<file path="src/rtl/tmr_pkg.sv">
package tmr_pkg;
    localparam int ADDR_W = 6;

    localparam logic [ADDR_W-1:0] OFS_CTRL = 6'h00;
    localparam logic [ADDR_W-1:0] OFS_MODE = 6'h04;
    localparam logic [ADDR_W-1:0] OFS_CNT  = 6'h10;
    localparam logic [ADDR_W-1:0] OFS_RA   = 6'h14;
    localparam logic [ADDR_W-1:0] OFS_RB   = 6'h18;
    localparam logic [ADDR_W-1:0] OFS_RC   = 6'h1C;
    localparam logic [ADDR_W-1:0] OFS_STS  = 6'h20;
    localparam logic [ADDR_W-1:0] OFS_IEN  = 6'h24;

    typedef enum logic [1:0] {
        EDGE_NONE = 2'b00,
        EDGE_RISE = 2'b01,
        EDGE_FALL = 2'b10,
        EDGE_BOTH = 2'b11
    } edge_sel_e;

    // bit 0: waveform, bits 2:1 load-A edge, bits 4:3 load-B edge
    typedef struct packed {
        edge_sel_e ld_b;
        edge_sel_e ld_a;
        logic      wave;
    } mode_t;

    localparam int MODE_W = $bits(mode_t);

    // status bit positions
    localparam int ST_CMPA = 0;
    localparam int ST_CMPB = 1;
    localparam int ST_CMPC = 2;
    localparam int ST_LDA  = 3;
    localparam int ST_LDB  = 4;
    localparam int ST_W    = 5;
endpackage

</file>
<file path="src/rtl/tmr_edge_cap.sv">
module tmr_edge_cap
    import tmr_pkg::*;
#(
    parameter int SYNC_N = 2
) (
    input  logic      clk,
    input  logic      rst_n,
    input  logic      pin_i,
    input  logic      arm,
    input  edge_sel_e sel_a,
    input  edge_sel_e sel_b,
    output logic      hit_a,
    output logic      hit_b
);
    typedef struct packed {
        logic [SYNC_N-1:0] sync;
        logic              prev;
    } st_t;

    st_t  s_d, s_q;
    logic rise, fall;

    function automatic logic pick(edge_sel_e sel, logic r, logic f);
        case (sel)
            EDGE_RISE: return r;
            EDGE_FALL: return f;
            EDGE_BOTH: return r | f;
            default:   return 1'b0;
        endcase
    endfunction

    always_comb begin
        s_d      = s_q;
        s_d.sync = {s_q.sync[SYNC_N-2:0], pin_i};
        s_d.prev = s_q.sync[SYNC_N-1];
        rise     = s_q.sync[SYNC_N-1] & ~s_q.prev;
        fall     = ~s_q.sync[SYNC_N-1] & s_q.prev;
        hit_a    = arm & pick(sel_a, rise, fall);
        hit_b    = arm & pick(sel_b, rise, fall);
    end

    always_ff @(posedge clk) begin
        if (!rst_n) s_q <= '0;
        else        s_q <= s_d;
    end
endmodule

</file>
<file path="src/rtl/tmr_count.sv">
module tmr_count #(
    parameter int CW = 16
) (
    input  logic          clk,
    input  logic          rst_n,
    input  logic          tick_en,
    input  logic          clr,
    input  logic [CW-1:0] ra,
    input  logic [CW-1:0] rb,
    input  logic [CW-1:0] rc,
    output logic [CW-1:0] cnt,
    output logic          hit_a,
    output logic          hit_b,
    output logic          hit_c
);
    typedef struct packed {
        logic [CW-1:0] cnt;
    } st_t;

    st_t s_d, s_q;

    always_comb begin
        hit_a = tick_en && (s_q.cnt == ra);
        hit_b = tick_en && (s_q.cnt == rb);
        hit_c = tick_en && (s_q.cnt == rc);
        s_d   = s_q;
        if (clr)          s_d.cnt = '0;
        else if (tick_en) s_d.cnt = hit_c ? '0 : s_q.cnt + CW'(1);
        cnt   = s_q.cnt;
    end

    always_ff @(posedge clk) begin
        if (!rst_n) s_q <= '0;
        else        s_q <= s_d;
    end
endmodule

</file>
<file path="src/rtl/tmr_wave.sv">
module tmr_wave (
    input  logic clk,
    input  logic rst_n,
    input  logic en,
    input  logic set_a,
    input  logic set_b,
    input  logic clr,
    output logic out_a,
    output logic out_b
);
    typedef struct packed {
        logic a;
        logic b;
    } st_t;

    st_t s_d, s_q;

    always_comb begin
        s_d = s_q;
        if (!en) begin
            s_d.a = 1'b0;
            s_d.b = 1'b0;
        end else if (clr) begin
            s_d.a = 1'b0;
            s_d.b = 1'b0;
        end else begin
            if (set_a) s_d.a = 1'b1;
            if (set_b) s_d.b = 1'b1;
        end
        out_a = s_q.a;
        out_b = s_q.b;
    end

    always_ff @(posedge clk) begin
        if (!rst_n) s_q <= '0;
        else        s_q <= s_d;
    end
endmodule

</file>
<file path="src/rtl/tmr_chan.sv">
module tmr_chan
    import tmr_pkg::*;
#(
    parameter int CW     = 16,
    parameter int DW     = 32,
    parameter int SYNC_N = 2
) (
    input  logic              clk,
    input  logic              rst_n,
    input  logic              bus_sel,
    input  logic              bus_wr,
    input  logic [ADDR_W-1:0] bus_addr,
    input  logic [DW-1:0]     bus_wdata,
    output logic [DW-1:0]     bus_rdata,
    input  logic              tick_en,
    input  logic              sync_in,
    input  logic              tioa_in,
    output logic              tioa_out,
    output logic              tioa_oe,
    output logic              tiob_out,
    output logic              irq
);
    typedef struct packed {
        mode_t           mode;
        logic [CW-1:0]   ra;
        logic [CW-1:0]   rb;
        logic [CW-1:0]   rc;
        logic [ST_W-1:0] sts;
        logic [ST_W-1:0] ien;
    } regs_t;

    regs_t           r_d, r_q;
    logic [CW-1:0]   cnt;
    logic            hit_a, hit_b, hit_c;
    logic            cap_a, cap_b;
    logic            wave;
    logic            sw_trig, rd_sts;
    logic [ST_W-1:0] ev;
    logic [CW-1:0]   ra_v, rc_v;
    logic [ST_W-1:0] sts_v;

    function automatic logic wr_at(logic sel, logic wr, logic [ADDR_W-1:0] a,
                                   logic [ADDR_W-1:0] ofs);
        return sel && wr && (a == ofs);
    endfunction

    assign wave    = r_q.mode.wave;
    assign tioa_oe = wave;
    assign sw_trig = wr_at(bus_sel, bus_wr, bus_addr, OFS_CTRL) && bus_wdata[0];
    assign rd_sts  = bus_sel && !bus_wr && (bus_addr == OFS_STS);
    assign ra_v    = r_q.ra;
    assign rc_v    = r_q.rc;
    assign sts_v   = r_q.sts;

    tmr_count #(.CW(CW)) i_count (
        .clk    (clk),
        .rst_n  (rst_n),
        .tick_en(tick_en),
        .clr    (sw_trig | sync_in),
        .ra     (r_q.ra),
        .rb     (r_q.rb),
        .rc     (r_q.rc),
        .cnt    (cnt),
        .hit_a  (hit_a),
        .hit_b  (hit_b),
        .hit_c  (hit_c)
    );

    tmr_edge_cap #(.SYNC_N(SYNC_N)) i_edge (
        .clk  (clk),
        .rst_n(rst_n),
        .pin_i(tioa_in),
        .arm  (~wave),
        .sel_a(r_q.mode.ld_a),
        .sel_b(r_q.mode.ld_b),
        .hit_a(cap_a),
        .hit_b(cap_b)
    );

    tmr_wave i_wave (
        .clk  (clk),
        .rst_n(rst_n),
        .en   (wave),
        .set_a(hit_a),
        .set_b(hit_b),
        .clr  (hit_c),
        .out_a(tioa_out),
        .out_b(tiob_out)
    );

    always_comb begin
        ev          = '0;
        ev[ST_CMPA] = hit_a & wave;
        ev[ST_CMPB] = hit_b & wave;
        ev[ST_CMPC] = hit_c;
        ev[ST_LDA]  = cap_a;
        ev[ST_LDB]  = cap_b;

        r_d = r_q;
        if (wr_at(bus_sel, bus_wr, bus_addr, OFS_MODE)) r_d.mode = bus_wdata[MODE_W-1:0];
        if (wr_at(bus_sel, bus_wr, bus_addr, OFS_RC))   r_d.rc   = bus_wdata[CW-1:0];
        if (wr_at(bus_sel, bus_wr, bus_addr, OFS_IEN))  r_d.ien  = bus_wdata[ST_W-1:0];
        if (wave) begin
            if (wr_at(bus_sel, bus_wr, bus_addr, OFS_RA)) r_d.ra = bus_wdata[CW-1:0];
            if (wr_at(bus_sel, bus_wr, bus_addr, OFS_RB)) r_d.rb = bus_wdata[CW-1:0];
        end else begin
            if (cap_a) r_d.ra = cnt;
            if (cap_b) r_d.rb = cnt;
        end
        r_d.sts = (rd_sts ? '0 : r_q.sts) | ev;
    end

    always_ff @(posedge clk) begin
        if (!rst_n) r_q <= '0;
        else        r_q <= r_d;
    end

    always_comb begin
        bus_rdata = '0;
        case (bus_addr)
            OFS_MODE: bus_rdata[MODE_W-1:0] = r_q.mode;
            OFS_CNT:  bus_rdata[CW-1:0]     = cnt;
            OFS_RA:   bus_rdata[CW-1:0]     = r_q.ra;
            OFS_RB:   bus_rdata[CW-1:0]     = r_q.rb;
            OFS_RC:   bus_rdata[CW-1:0]     = r_q.rc;
            OFS_STS:  bus_rdata[ST_W-1:0]   = r_q.sts;
            OFS_IEN:  bus_rdata[ST_W-1:0]   = r_q.ien;
            default:  bus_rdata = '0;
        endcase
    end

    assign irq = |(r_q.sts & r_q.ien);
endmodule

</file>
<file path="config.mk">
export PLATFORM = sky130hd
export DESIGN_NAME = tmr_chan
export DESIGN_NICKNAME = d
export VERILOG_FILES = /design/src/rtl/tmr_pkg.sv /design/src/rtl/tmr_edge_cap.sv /design/src/rtl/tmr_count.sv /design/src/rtl/tmr_wave.sv /design/src/rtl/tmr_chan.sv
export SDC_FILE = /design/constraint.sdc
export NUM_CORES = 1
export LEC_CHECK = 0
export BUFFER_PORTS_ARGS = -buffer_cell sky130_fd_sc_hd__buf_2
export CORE_UTILIZATION = 57
export DETAILED_ROUTE_END_ITERATION = 6
export GPL_ROUTABILITY_DRIVEN = 0
export PLACE_DENSITY = 0.8
export SLEW_MARGIN = 20
export SYNTH_ARGS = -nofsm -noshare
export SYNTH_HDL_FRONTEND = slang
export SYNTH_SLANG_ARGS = --single-unit
</file>
<file path="constraint.sdc">
create_clock -name clk -period 2.15 [get_ports clk]
set_input_delay 0.1075 -clock clk [delete_from_list [all_inputs] [get_ports clk]]
set_output_delay 0.1075 -clock clk [all_outputs]
set_load 0.02 [all_outputs]
</file>
==> reports/qor.csv <==
stage,metric,value,unit
status,status,"complete, no violations",
die,Core ar.,0.00830,mm^2
route,Routed WL per cell,17.4,um
placed_design,pre-CTS setup slack,0.368,ns
clocking,worst skew pair latency,0.36,ns
yosys,synthesis warning total,0,
layout,FILL cells,684,
route,initial DRC count,229,
yosys,cell count after synthesis,521,
yosys,"top cells by count, synth","dfxtp_1, nand2_1, mux2i_1",
critical_path,CP required,2.04,ns
layout,fin util,65.5,%
timing,Worst-Margin Slew,0.744,ns
yosys,Yosys reg bits,84,
route,via count,3800,
die,die width,95.2,um
yosys,ys flop type,dfxtp_1,
timing,Max Clk Rate,491,MHz
critical_path,CP bufs+invs,2,
clocking,CTS tree,yes,
timing,Final setup viols,0,
yosys,Synth cell types,44,
yosys,cell taking the most area after synthesis,dfxtp_1,
clocking,Inserted Clock Buffers,9,
route,DRC Markers,0,
layout,share of cells above drive strength 1,21.4,%
clocking,Max Buffers Root-to-Sink,2,
die,FP Rows,33,
timing,Clock Skew,0.0132,ns
critical_path,Worst path top cell family by delay,multiplexers,
grt,Total Routing Usage GR,27.4,%
route,via-per-instance ratio,5.71,
power_and_ir_drop,Worst VDD drop,0.000436,V
timing,Setup TNS,0,ns
yosys,fraction of registers with async set/reset,0,%
layout,synthesis-to-layout area growth,9.87,%
clocking,"Clk pin slew, worst setup/hold paths",0.08,ns
placed_design,input/output buffers,48,
timing,relative slew slack,50.4,%
layout,Sequential Area,0.00168,mm^2
layout,multi-input combinational cell area,0.00297,mm^2
critical_path,CP max stage cell,mux4_2,
grt,vias in the first global route,3748,
critical_path,critical path endpoint category,primary output,
critical_path,Critical Path Fanout Max,8,
grt,largest net degree at the start of global routing,84,
timing,final hold viol count,0,
layout,diodes inserted,0,
yosys,"EDFF count, synth",0,
route,drt pass-1 iters,4,
critical_path,crit-path max cell delay,0.49,ns
yosys,"Cell Area, Synth",0.00495,mm^2
die,Initial Utilization,59.6,%
grt,initial antenna violation count,0,
yosys,most frequent cell after synthesis,dfxtp_1,
die,Die H,95.2,um
timing,fin crit share,94.7,%
yosys,Synth top area share,34.0,%
yosys,post-synthesis sequential area ratio,34.0,%
die,die footprint,0.00905,mm^2
critical_path,worst-path cell chain,"buf_4, mux4_2, a222oi_1, nand2_1, buf_2",
power_and_ir_drop,pwr dens,563,mW/mm^2
min_path,Hold WC Path Type,in2reg,
flow_run,max_cap viols,0,
timing,post-route minimum period,2.04,ns
critical_path,critical path class,reg2out,
timing,fin. max-slew vios,0,
timing,unrepaired setup endpoints after global routing,no,
critical_path,"Arr. time, crit path",1.93,ns
layout,final net count,603,
power_and_ir_drop,Total Power Consumption,0.00306,W
yosys,mean cell area of the mapped netlist,9.49,um^2
yosys,"top cells by area, synth","dfxtp_1, mux2i_1, mux4_2",
critical_path,CP Launch Type,register,
route,Routed Wire Length,11500,um
clocking,root buffer cell,clkbuf_8,
clocking,clock sink count,84,
clocking,Clock H-tree levels,3,
route,Antenna Nets Post-Route,0,
power_and_ir_drop,Pleak,2.25,nW
placed_design,placed wire-length estimate,8140,um
grt,first-pass GRT wire length,18700,um
die,I/O Pins,81,
grt,GRT Residual Overflow,0,
timing,final setup margin,0.114,ns
final cells by class:
| class | count | share of cell area (%) |
|---|---|---|
| multi-input cells | 389 | 54.6 |
| flip-flops and latches | 84 | 30.9 |
| repair buffers | 66 | 7.41 |
| clock buffers | 11 | 2.79 |
| well taps | 105 | 2.42 |
| clock inverters | 5 | 1.50 |
| inverters | 5 | 0.345 |
final timing paths:
kind	from	endpoint	slack [ns]	depth (start not counted)
min	bus_wdata[11]	rc_v[11]	0.02	3
max	i_count.cnt[0]	bus_rdata[0]	0.11	5
max reg2reg	i_count.cnt[12]	i_count.cnt[6]	0.29	6
min reg2reg	i_edge.s_d[2]	i_edge.s_d[0]	0.44	1
kinds of logic after synthesis:
| kind of cell | after synthesis | synth area share (%) |
|---|---|---|
| flops | 84 | 34.0 |
| simple gates | 192 | 20.1 |
| other cells | 1 | 0.0758 |
| mux | 90 | 22.7 |
| fa+ha+maj | 3 | 0.759 |
| xor+xnor | 62 | 11.0 |
| buf+inv | 63 | 7.16 |
| compound gates | 26 | 4.23 |
metal layers:
| metal | track usage [%] | vias up | share of wire [%] |
|---|---|---|---|
| met1 | 34.0 | 1817 | 43 |
| met5 | 0 | - | 0 |
| met4 | 14.1 | 0 | 3.0 |
| met2 | 45.5 | 146 | 48 |
| li1 | - | 1810 | - |
| met3 | 4.55 | 27 | 5.5 |
stage by stage:
step                hold slack (ns)  area [um^2]  instances
floorplan                     0.235         5000        536
global placement              0.318         5190        648
detailed placement            0.321         5190        648
CTS                          0.0118         5430        665
global route                 0.0237         5430        665
finish                       0.0208         5430        665
sequential cells by signal, summed over array words and instances (netlist names):
name          cells
i_edge.s_q        1
i_edge.s_d        2
sts_v             5
tioa_oe           1
i_count.cnt      16
rc_v             16
i_wave.out_a      1
i_wave.out_b      1
ra_v             16
r_q              25
cell usage in the layout, fill, tap and decap left out, types with 15 or more instances in the layout:
cell type	instances
and2_1	15
buf_2	48
buf_4	15
conb_1	16
dfxtp_1	84
mux2_2	16
mux2i_1	58
mux4_2	16
nand2_1	70
nor2_1	22
nor2b_1	37
xnor2_1	39
xor2_1	23
worst register-to-register path: cells and delay by family (launching register included):
kind | cells | cell delay [ns]
and+or+nand+nor | 3 | 0.67
DFF | 1 | 0.52
buffers and inverters | 1 | 0.23
AOI/OAI and AO/OA | 1 | 0.21
xor gates and xnor gates | 1 | 0.14
where the power goes:
group          switching, W  leakage, nW  internal (W)
Sequential       0.00000470        0.677       0.00156
Combinational      0.000124         1.45     0.0000669
Clock              0.000585        0.116      0.000720
what timing repair did:
item	CTS	global route
gates resized for setup	0	0
hold buffers	1	0
setup buffers	0	0
endpoints found under the hold margin	1	0
No activity file was read; power rests on OpenSTA's default activity.
